$ cat src/rtl/x21_rx_pkg.sv
package x21_rx_pkg;

  typedef enum logic [2:0] {
    COND_NONE  = 3'd0,
    COND_CMP1  = 3'd1,
    COND_CMP2  = 3'd2,
    COND_CMP3  = 3'd3,
    COND_ZEROS = 3'd4,
    COND_ONES  = 3'd5,
    COND_ALT   = 3'd6,
    COND_SYN   = 3'd7
  } cond_e;

  localparam logic [2:0] SEL_STAT = 3'd0;
  localparam logic [2:0] SEL_CMP1 = 3'd1;
  localparam logic [2:0] SEL_CMP2 = 3'd2;
  localparam logic [2:0] SEL_CMP3 = 3'd3;
  localparam logic [2:0] SEL_SYN  = 3'd4;

endpackage

$ cat src/rtl/x21_char_classify.sv
module x21_char_classify
  import x21_rx_pkg::*;
#(
  parameter int CHAR_W = 8
) (
  input  logic [CHAR_W-1:0] chr,
  input  logic [CHAR_W-1:0] cmp1,
  input  logic [CHAR_W-1:0] cmp2,
  input  logic [CHAR_W-1:0] cmp3,
  input  logic [CHAR_W-1:0] syn,
  output cond_e             cls
);

  logic [CHAR_W-1:0] alt_hi;
  logic [CHAR_W-1:0] alt_lo;

  // alternating patterns: odd bits set, or even bits set
  for (genvar b = 0; b < CHAR_W; b++) begin : g_alt
    assign alt_hi[b] = (b % 2) == 1;
    assign alt_lo[b] = (b % 2) == 0;
  end

  // priority: compares first, SYN last
  always_comb begin
    if (chr == cmp1)                         cls = COND_CMP1;
    else if (chr == cmp2)                    cls = COND_CMP2;
    else if (chr == cmp3)                    cls = COND_CMP3;
    else if (chr == '0)                      cls = COND_ZEROS;
    else if (chr == '1)                      cls = COND_ONES;
    else if (chr == alt_hi || chr == alt_lo) cls = COND_ALT;
    else if (chr == syn)                     cls = COND_SYN;
    else                                     cls = COND_NONE;
  end

endmodule

$ cat src/rtl/x21_pair_tracker.sv
module x21_pair_tracker
  import x21_rx_pkg::*;
(
  input  logic  clk,
  input  logic  rst_n,
  input  logic  chr_vld,
  input  cond_e cls,
  output logic  hit,
  output cond_e hit_code
);

  cond_e prev_q, prev_d;
  logic  armed_q, armed_d;

  assign hit      = chr_vld && armed_q && (cls != COND_NONE) && (cls == prev_q);
  assign hit_code = cls;

  always_comb begin
    prev_d  = prev_q;
    armed_d = armed_q;
    if (chr_vld) begin
      if (hit) begin
        // pair reported: the search starts again
        armed_d = 1'b0;
        prev_d  = COND_NONE;
      end else begin
        armed_d = (cls != COND_NONE);
        prev_d  = cls;
      end
    end
  end

  always_ff @(posedge clk or negedge rst_n) begin
    if (!rst_n) begin
      prev_q  <= COND_NONE;
      armed_q <= 1'b0;
    end else begin
      prev_q  <= prev_d;
      armed_q <= armed_d;
    end
  end

  AST_NO_BACK_TO_BACK: assert property (@(posedge clk) disable iff (!rst_n)
    hit |=> !hit);

endmodule

$ cat src/rtl/x21_lead_sync.sv
module x21_lead_sync #(
  parameter int SYNC_STAGES = 2
) (
  input  logic clk,
  input  logic rst_n,
  input  logic lead_n,
  output logic lead_on,
  output logic lead_evt
);

  localparam int LAST = SYNC_STAGES - 1;

  logic [SYNC_STAGES-1:0] sync_q;
  logic                   last_q;

  // flop 0 samples the pin, each further flop takes its neighbour
  always_ff @(posedge clk or negedge rst_n) begin
    if (!rst_n) sync_q[0] <= 1'b1;
    else        sync_q[0] <= lead_n;
  end

  for (genvar s = 1; s < SYNC_STAGES; s++) begin : g_stage
    always_ff @(posedge clk or negedge rst_n) begin
      if (!rst_n) sync_q[s] <= 1'b1;
      else        sync_q[s] <= sync_q[s-1];
    end
  end

  always_ff @(posedge clk or negedge rst_n) begin
    if (!rst_n) last_q <= 1'b1;
    else        last_q <= sync_q[LAST];
  end

  assign lead_on  = ~sync_q[LAST];
  assign lead_evt = sync_q[LAST] ^ last_q;

endmodule

$ cat src/rtl/x21_rx_cond_det.sv
module x21_rx_cond_det
  import x21_rx_pkg::*;
#(
  parameter int               CHAR_W      = 8,
  parameter int               SYNC_STAGES = 2,
  parameter logic [CHAR_W-1:0] SYN_INIT   = 8'h16
) (
  input  logic              clk,
  input  logic              rst_n,
  input  logic              chr_vld,
  input  logic [CHAR_W-1:0] chr_data,
  input  logic              chr_perr,
  input  logic              chr_ovr,
  input  logic              lead_n,
  input  logic              host_wr,
  input  logic [2:0]        host_sel,
  input  logic [7:0]        host_wdata,
  output logic [7:0]        stat_byte,
  output logic              irq
);

  // configuration registers
  logic [CHAR_W-1:0] cmp1_q, cmp2_q, cmp3_q, syn_q;
  logic [CHAR_W-1:0] cmp1_d, cmp2_d, cmp3_d, syn_d;

  // status fields
  logic [2:0] code_q, code_d;
  logic       oe_q, oe_d;
  logic       pe_q, pe_d;
  logic       lchg_q, lchg_d;

  logic  stat_wr;
  cond_e cls;
  logic  hit;
  cond_e hit_code;
  logic  lead_on;
  logic  lead_evt;

  assign stat_wr = host_wr && (host_sel == SEL_STAT);

  x21_char_classify #(.CHAR_W(CHAR_W)) i_classify (
    .chr  (chr_data),
    .cmp1 (cmp1_q),
    .cmp2 (cmp2_q),
    .cmp3 (cmp3_q),
    .syn  (syn_q),
    .cls  (cls)
  );

  x21_pair_tracker i_tracker (
    .clk      (clk),
    .rst_n    (rst_n),
    .chr_vld  (chr_vld),
    .cls      (cls),
    .hit      (hit),
    .hit_code (hit_code)
  );

  x21_lead_sync #(.SYNC_STAGES(SYNC_STAGES)) i_lead (
    .clk      (clk),
    .rst_n    (rst_n),
    .lead_n   (lead_n),
    .lead_on  (lead_on),
    .lead_evt (lead_evt)
  );

  // next state of the configuration registers
  always_comb begin
    cmp1_d = cmp1_q;
    cmp2_d = cmp2_q;
    cmp3_d = cmp3_q;
    syn_d  = syn_q;
    if (host_wr) begin
      case (host_sel)
        SEL_CMP1: cmp1_d = host_wdata[CHAR_W-1:0];
        SEL_CMP2: cmp2_d = host_wdata[CHAR_W-1:0];
        SEL_CMP3: cmp3_d = host_wdata[CHAR_W-1:0];
        SEL_SYN:  syn_d  = host_wdata[CHAR_W-1:0];
        default:  ;
      endcase
    end
  end

  // next state of the status fields: host write first, events override
  always_comb begin
    code_d = code_q;
    oe_d   = oe_q;
    pe_d   = pe_q;
    lchg_d = lchg_q;
    if (stat_wr) begin
      code_d = host_wdata[6:4];
      oe_d   = host_wdata[3];
      pe_d   = host_wdata[2];
      lchg_d = host_wdata[0];
    end
    if (hit)                 code_d = hit_code;
    if (chr_ovr)             oe_d   = 1'b1;
    if (chr_vld && chr_perr) pe_d   = 1'b1;
    if (lead_evt)            lchg_d = 1'b1;
  end

  always_ff @(posedge clk or negedge rst_n) begin
    if (!rst_n) begin
      cmp1_q <= '0;
      cmp2_q <= '0;
      cmp3_q <= '0;
      syn_q  <= SYN_INIT;
      code_q <= 3'd0;
      oe_q   <= 1'b0;
      pe_q   <= 1'b0;
      lchg_q <= 1'b0;
    end else begin
      cmp1_q <= cmp1_d;
      cmp2_q <= cmp2_d;
      cmp3_q <= cmp3_d;
      syn_q  <= syn_d;
      code_q <= code_d;
      oe_q   <= oe_d;
      pe_q   <= pe_d;
      lchg_q <= lchg_d;
    end
  end

  assign stat_byte = {lead_on, code_q, oe_q, pe_q, 1'b0, lchg_q};
  assign irq       = (code_q != 3'd0) || oe_q || pe_q || lchg_q;

  AST_CODE_NEEDS_CHAR: assert property (@(posedge clk) disable iff (!rst_n)
    (stat_byte[6:4] != 3'd0 && stat_byte[6:4] != $past(stat_byte[6:4]))
      |-> $past(chr_vld || stat_wr));

  AST_OVR_SETS_FLAG: assert property (@(posedge clk) disable iff (!rst_n)
    chr_ovr |=> stat_byte[3]);

  AST_LCHG_STICKY: assert property (@(posedge clk) disable iff (!rst_n)
    (stat_byte[0] && !stat_wr) |=> stat_byte[0]);

  AST_IRQ_CLEARS: assert property (@(posedge clk) disable iff (!rst_n)
    (stat_wr && host_wdata[6:2] == 5'd0 && !host_wdata[0] &&
     !chr_vld && !chr_ovr && !lead_evt) |=> !irq);

endmodule

$ cat config.mk
export PLATFORM = sky130hd
export DESIGN_NAME = x21_rx_cond_det
export DESIGN_NICKNAME = d
export VERILOG_FILES = /design/src/rtl/x21_rx_pkg.sv /design/src/rtl/x21_char_classify.sv /design/src/rtl/x21_pair_tracker.sv /design/src/rtl/x21_lead_sync.sv /design/src/rtl/x21_rx_cond_det.sv
export SDC_FILE = /design/constraint.sdc
export NUM_CORES = 1
export LEC_CHECK = 0
export CAP_MARGIN = 15
export CORE_AREA = 3 3 60 117
export CTS_CLUSTER_SIZE = 20
export DETAILED_ROUTE_END_ITERATION = 6
export DIE_AREA = 0 0 63 120
export PLACE_DENSITY = 0.57
export SLEW_MARGIN = 30
export SYNTH_ARGS = -nofsm -noshare
export SYNTH_HDL_FRONTEND = slang
export SYNTH_SLANG_ARGS = --single-unit
$ cat constraint.sdc
create_clock -name clk -period 3.32 [get_ports clk]
set_input_delay 0.332 -clock clk [delete_from_list [all_inputs] [get_ports clk]]
set_output_delay 0.332 -clock clk [all_outputs]
set_load 0.1 [all_outputs]
==> results of run 1 <==
==> cells by family (layout without fill, tap and decap cells) <==
kind of cell / after synthesis / count (layout) / share of synthesized area (%)
AOI/OAI and AO/OA: 19 / 19 / 7.21
other: 1 / 1 / 0.152
xor gates and xnor gates: 33 / 33 / 11.7
DFF: 45 / 45 / 46.0
buffers and inverters: 19 / 55 / 4.98
muxes: 40 / 40 / 18.2
and+or+nand+nor: 45 / 45 / 11.7
==> worst max path at each step <==
stage / cells after the start / to / from
CTS: 8 / code_q[2] / chr_data[6]
floorplan: 8 / code_q[2] / chr_data[6]
global placement: 9 / code_q[2] / chr_data[4]
global route: 9 / code_q[2] / chr_data[7]
detailed placement: 8 / code_q[2] / chr_data[1]
finish: 8 / code_q[2] / chr_data[1]
==> worst max-delay path, delay by kind of cell <==
family | cells | cell delay (ps)
AO/OA/AOI/OAI | 3 | 540
buffers and inverters | 1 | 570
multiplexers | 2 | 840
AND/OR/NAND/NOR | 2 | 870
==> sequential cells by signal, indices dropped and copies added (netlist names) <==
register           flops
cmp2_q                 8
cmp1_q                 8
i_lead.sync_q          2
i_tracker.prev_q       3
i_tracker.armed_q      1
pe_q                   1
cmp3_q                 8
lchg_q                 1
i_lead.last_q          1
syn_q                  8
oe_q                   1
code_q                 3
==> layer usage <==
layer  vias to the layer above  part of all wire (%)  global-route usage (%)
met5                         -                     0                       0
met4                         0                   3.0                    7.47
met3                         9                   2.5                    2.43
met2                        28                    59                    31.9
met1                       841                    36                    16.3
li1                        785                     -                       -
==> power groups by stage <==
| stage | Clock (uW) | Combinational [uW] | Sequential (uW) |
|---|---|---|---|
| after floorplan | 0 | 263 | 805 |
| after global placement | 0 | 461 | 744 |
| after detailed placement | 0 | 462 | 746 |
| after CTS | 498 | 464 | 737 |
| after global routing | 521 | 490 | 749 |
| final | 485 | 457 | 734 |
==> metrics by stage <==
step	hold WS, ps	power, uW	setup slack (ps)
6_report	49.6	1680	323
5_1_grt	91.9	1760	106
4_1_cts	74.2	1700	329
3_5_place_dp	349	1210	34.6
3_3_place_gp	348	1200	123
2_1_floorplan	36.4	1070	659
==> placed cells by master, fill, tap and decap left out, types with 2 or more instances in the layout <==
| cell | count |
|---|---|
| a211oi_1 | 2 |
| dfstp_2 | 6 |
| nand4_1 | 9 |
| and2_1 | 2 |
| nor3b_1 | 2 |
| o21ai_0 | 2 |
| xor2_1 | 8 |
| mux2_2 | 34 |
| a41oi_1 | 2 |
| mux2i_1 | 5 |
| nand3_1 | 3 |
| dfrtp_1 | 39 |
| nor4_1 | 3 |
| inv_1 | 3 |
| a22o_1 | 4 |
| clkbuf_16 | 5 |
| nand3b_1 | 2 |
| or4_4 | 2 |
| nor2b_1 | 3 |
| nor3_1 | 2 |
| buf_4 | 12 |
| clkdlybuf4s50_1 | 32 |
| nand2_1 | 4 |
| clkbuf_1 | 2 |
| xnor2_1 | 25 |
| nor2_1 | 7 |
==> area by class of cell <==
class / count / area share (%)
multi-input combinational: 138 / 40.1
timing repair buffer: 44 / 13.6
tap: 86 / 3.57
sequential: 45 / 37.7
clock buffer: 7 / 4.41
clock inverter: 1 / 0.249
inverter: 3 / 0.374
==> flow_summary.json, run 1 <==
{
  "min_period_ps": 3000,
  "seqPwrFrac_pct": 43.8,
  "post_cts_buffers": 0,
  "hold_class": "primary input to async pin",
  "seq_area_frac_synth_pct": 46.0,
  "die_area_um2": 7560,
  "relSlewSlack_pct": 35.7,
  "ios": 35,
  "worst_pin_slew_ps": 961,
  "die_height_um": 120,
  "slew_violations": 0,
  "firstDrtPassIters": 4,
  "slowest_delay_ps": 570,
  "placement.io_buffers": 33,
  "clk_pin_slew_ps": 60,
  "p_switching_uw": 522,
  "final_cells": 324,
  "dp_cells": 316,
  "yosys.cell_types.count": 43,
  "cp.arrival_ps": 3170,
  "synthArstFlopShare_pct": 100,
  "cts_tree": "done",
  "clock_latency_ps": 290,
  "powerDensity_nw_per_um2": 557,
  "ys.flop_type": "dfrtp_1",
  "crit_path_cell_trace": "clkdlybuf4s50_1 -> or4_4 -> a22o_1 -> o21ai_0 -> nor4b_2 -> mux2i_1 -> o2111ai_4 -> mux2_4",
  "path_max_fanout": 6,
  "drive_above_1_share_pct": 27.7,
  "grt_antenna_before_repair": 0,
  "postPlaceCellArea_um2": 2870,
  "cap_violations": 0,
  "path_class": "primary input to flip-flop",
  "fin_area_um2": 3010,
  "grt_pass1_vias": 1768,
  "wirelength_mm": 5.63,
  "power_frac_clock_pct": 28.9,
  "nNetsFinal": 263,
  "end_kind": "flip-flop",
  "ys_seq_elements": 45,
  "rrSetupSlack_ps": 650,
  "synth_top_area_cell": "dfrtp_1",
  "drc": 0,
  "register_area_um2": 1130,
  "core_area_um2": 6310,
  "grt_first_pass_wirelength_mm": 9.27,
  "root_buffer": "clkbuf_16",
  "p_sw_share_pct": 31.2,
  "synth.avg_cell_area_um2": 12.2,
  "clock-sinks": 45,
  "syn_inst": 202,
  "postCtsHoldBufs": 0,
  "worst_ep_required_time_ps": 3500,
  "dp_hpwl_mm": 4.38,
  "cts_buffer_depth": 2,
  "cts_resized": 0,
  "r2r_cells": 7,
  "viasPerCell": 5.13,
  "postLayoutCoreUtil_pct": 47.7,
  "ys_warn_count": 0,
  "clock_skew_ps": 4.22,
  "antenna_left": 0,
  "antennaDiodeCount": 0,
  "ir_worst_vdd_mv": 0.364,
  "cts_buffers": 5,
  "cp_slowest_cell": "clkdlybuf4s50_1",
  "num_rows": 41,
  "synthTopCellsByArea": "dfrtp_1, mux2_2, xnor2_1",
  "combinationalPowerShare_pct": 27.3,
  "synth_common_cells": "dfrtp_1, mux2_2, xnor2_1",
  "synth_most_common_cell": "dfrtp_1",
  "start_kind": "primary input",
  "finalSetupTns_ps": 0,
  "final_hold_viol_count": 0,
  "synth_fp_nets": 228,
  "outcome": "completed",
  "routedWlPerCell_um": 17.4,
  "leakage_uw": 0.00115,
  "worstReg2RegEnd": "code_q[2]",
  "vias": 1663,
  "syn_area_um2": 2460,
  "gr-total-overflow": 0,
  "internal_power_uw": 1150,
  "htree_num_levels": 2,
  "synth-edff-count": 0,
  "synth_top_area_share_pct": 39.6,
  "die_w_um": 63,
  "nFillCells": 598,
  "min_period_over_period_pct": 90.3,
  "track_usage_pct": 16.3,
  "start_util_pct": 39.0,
  "rsz0062_at_grt": "no",
  "fmaxAchievable_mhz": 334,
  "grt_max_degree": 46,
  "initialDrtViolationCount": 46,
  "synthToLayoutAreaGrowth_pct": 22.2,
  "reg2reg_from": "syn_q[4]",
  "multi_input_area_um2": 1210,
  "place.gp.congestion": 0.935,
  "setup-violations-final": 0
}
No activity file was read; power rests on OpenSTA's default activity.
==> run 2: changes to the inputs <==
--- a/config.mk
+++ b/config.mk
@@ -11,6 +11,7 @@
 export DETAILED_ROUTE_END_ITERATION = 6
 export DIE_AREA = 0 0 63 120
 export PLACE_DENSITY = 0.57
+export SKIP_LAST_GASP = 1
 export SLEW_MARGIN = 30
 export SYNTH_ARGS = -nofsm -noshare
 export SYNTH_HDL_FRONTEND = slang
==> results of run 2 <==
Same layout as run 1: the final DEF is identical, and so are final timing and power.
==> run 3: changes to the inputs <==
--- a/config.mk
+++ b/config.mk
@@ -6,11 +6,13 @@
 export NUM_CORES = 1
 export LEC_CHECK = 0
 export CAP_MARGIN = 15
+export CELL_PAD_IN_SITES_DETAIL_PLACEMENT = 1
+export CELL_PAD_IN_SITES_GLOBAL_PLACEMENT = 1
 export CORE_AREA = 3 3 60 117
 export CTS_CLUSTER_SIZE = 20
 export DETAILED_ROUTE_END_ITERATION = 6
 export DIE_AREA = 0 0 63 120
-export PLACE_DENSITY = 0.57
+export PLACE_DENSITY = 0.69
 export SKIP_LAST_GASP = 1
 export SLEW_MARGIN = 30
 export SYNTH_ARGS = -nofsm -noshare
==> constraint.sdc (replaced) <==
create_clock -name clk -period 2.99 [get_ports clk]
set_input_delay 0.299 -clock clk [delete_from_list [all_inputs] [get_ports clk]]
set_output_delay 0.299 -clock clk [all_outputs]
set_load 0.1 [all_outputs]
==> flow_summary.json, run 3 (same netlist as run 1, synthesis figures left out) <==
{
  "worst_pin_slew_ps": 967,
  "nNetsFinal": 269,
  "finalPower_uw": 1860,
  "place.gp.congestion": 0.822,
  "clk_pin_slew_ps": 60,
  "cap_violations": 0,
  "finalSetupTns_ps": 0,
  "initialDrtViolationCount": 54,
  "register_area_um2": 1130,
  "postPlaceCellArea_um2": 2900,
  "timing.critical_path.from": "chr_data[4]",
  "relSlewSlack_pct": 35.3,
  "rrSetupSlack_ps": 560,
  "die_w_um": 63,
  "firstDrtPassIters": 3,
  "root_buffer": "clkbuf_16",
  "path_max_fanout": 5,
  "cts_tree": "done",
  "end_kind": "flip-flop",
  "clock-sinks": 45,
  "drc": 0,
  "outcome": "completed",
  "post_cts_buffers": 0,
  "r2r_cells": 8,
  "grt_pass1_vias": 1875,
  "wirelength_mm": 6.01,
  "reg2reg_from": "syn_q[1]",
  "start_util_pct": 39.0,
  "fin_area_um2": 3040,
  "leakage_uw": 0.00119,
  "track_usage_pct": 17.4,
  "cts_buffer_depth": 2,
  "final_common_cell": "dfrtp_1",
  "final_hold_viol_count": 0,
  "routedWlPerCell_um": 18.2,
  "cp.arrival_ps": 2900,
  "grt_antenna_before_repair": 0,
  "min_period_over_period_pct": 91.0,
  "slew_violations": 0,
  "cts_resized": 0,
  "antenna_left": 0,
  "ir_worst_vdd_mv": 0.537,
  "worstReg2RegEnd": "code_q[2]",
  "grt_first_pass_wirelength_mm": 9.72,
  "antennaDiodeCount": 0,
  "clock_skew_ps": 4.60,
  "worst_ep_required_time_ps": 3170,
  "cts_buffers": 5,
  "vias": 1691,
  "min_period_ps": 2720,
  "fmaxAchievable_mhz": 368,
  "powerDensity_nw_per_um2": 612,
  "nFillCells": 672,
  "core_area_um2": 6310,
  "grt_max_degree": 46,
  "start_kind": "primary input",
  "hold_class": "primary input to async pin",
  "htree_num_levels": 2,
  "viasPerCell": 5.12,
  "drive_above_1_share_pct": 33.2,
  "path_class": "primary input to flip-flop",
  "postCtsHoldBufs": 0,
  "placement.io_buffers": 33,
  "clock_latency_ps": 290,
  "dp_hpwl_mm": 4.77,
  "rsz0062_at_grt": "no",
  "die_area_um2": 7560,
  "gr-total-overflow": 0,
  "multi_input_area_um2": 1210,
  "mostFrequentLayoutCells": "dfrtp_1, mux2_2, xnor2_1, clkdlybuf4s50_1, buf_4",
  "num_rows": 41,
  "setup-violations-final": 0,
  "ios": 35,
  "die_height_um": 120,
  "synthToLayoutAreaGrowth_pct": 23.4
}
==> run 3: cell type report <==
class / count / area share [%]
timing repair buffer: 50 / 14.4
sequential: 45 / 37.3
multi-input combinational: 138 / 39.7
inverter: 3 / 0.370
clock buffer: 5 / 4.12
clock inverter: 3 / 0.576
tap: 86 / 3.54
==> run 3: worst max-delay path by stage <==
stage               cells after the start   endpoint  slack (ps)
global placement                        8  code_q[2]          -3
finish                                  9  code_q[2]         270
global route                           10  code_q[1]         130
detailed placement                      8  code_q[2]         -40
CTS                                     8  code_q[2]         260
floorplan                               8  code_q[2]         360
==> run 3: worst max-delay path: stages <==
cell             delay, ps
clkdlybuf4s50_1        480
or4_4                  580
a22o_1                 240
o21ai_0                100
nor4b_2                340
mux2i_1                230
buf_4                  160
o2111ai_4              150
mux2_4                 340
==> run 3: power breakdown <==
group	internal [uW]	total (uW)	switching, uW
logic	235	507	272
registers	733	816	82.8
clock network	306	537	231
total	1270	1860	586
==> run 3: routing by layer <==
layer  track usage, %  vias to the layer above  wire, um  share of wire, %
met1             17.3                      854      2210                37
met5                0                        -         0                 0
met2             32.7                       24      3440                57
met3             3.46                       13       124               2.1
li1                 -                      800         -                 -
met4             9.54                        0       236               3.9
==> run 3: per-stage QoR <==
step | std cells | hold slack (ps) | setup WS, ps | utilization, %
6_report | 330 | 8.67 | 270 | 48.2
5_1_grt | 330 | 54.2 | 128 | 48.2
4_1_cts | 330 | 38.3 | 263 | 48.2
3_5_place_dp | 322 | 348 | -39.9 | 45.9
3_3_place_gp | 322 | 348 | -3.39 | 45.9
2_1_floorplan | 202 | 3.41 | 362 | -
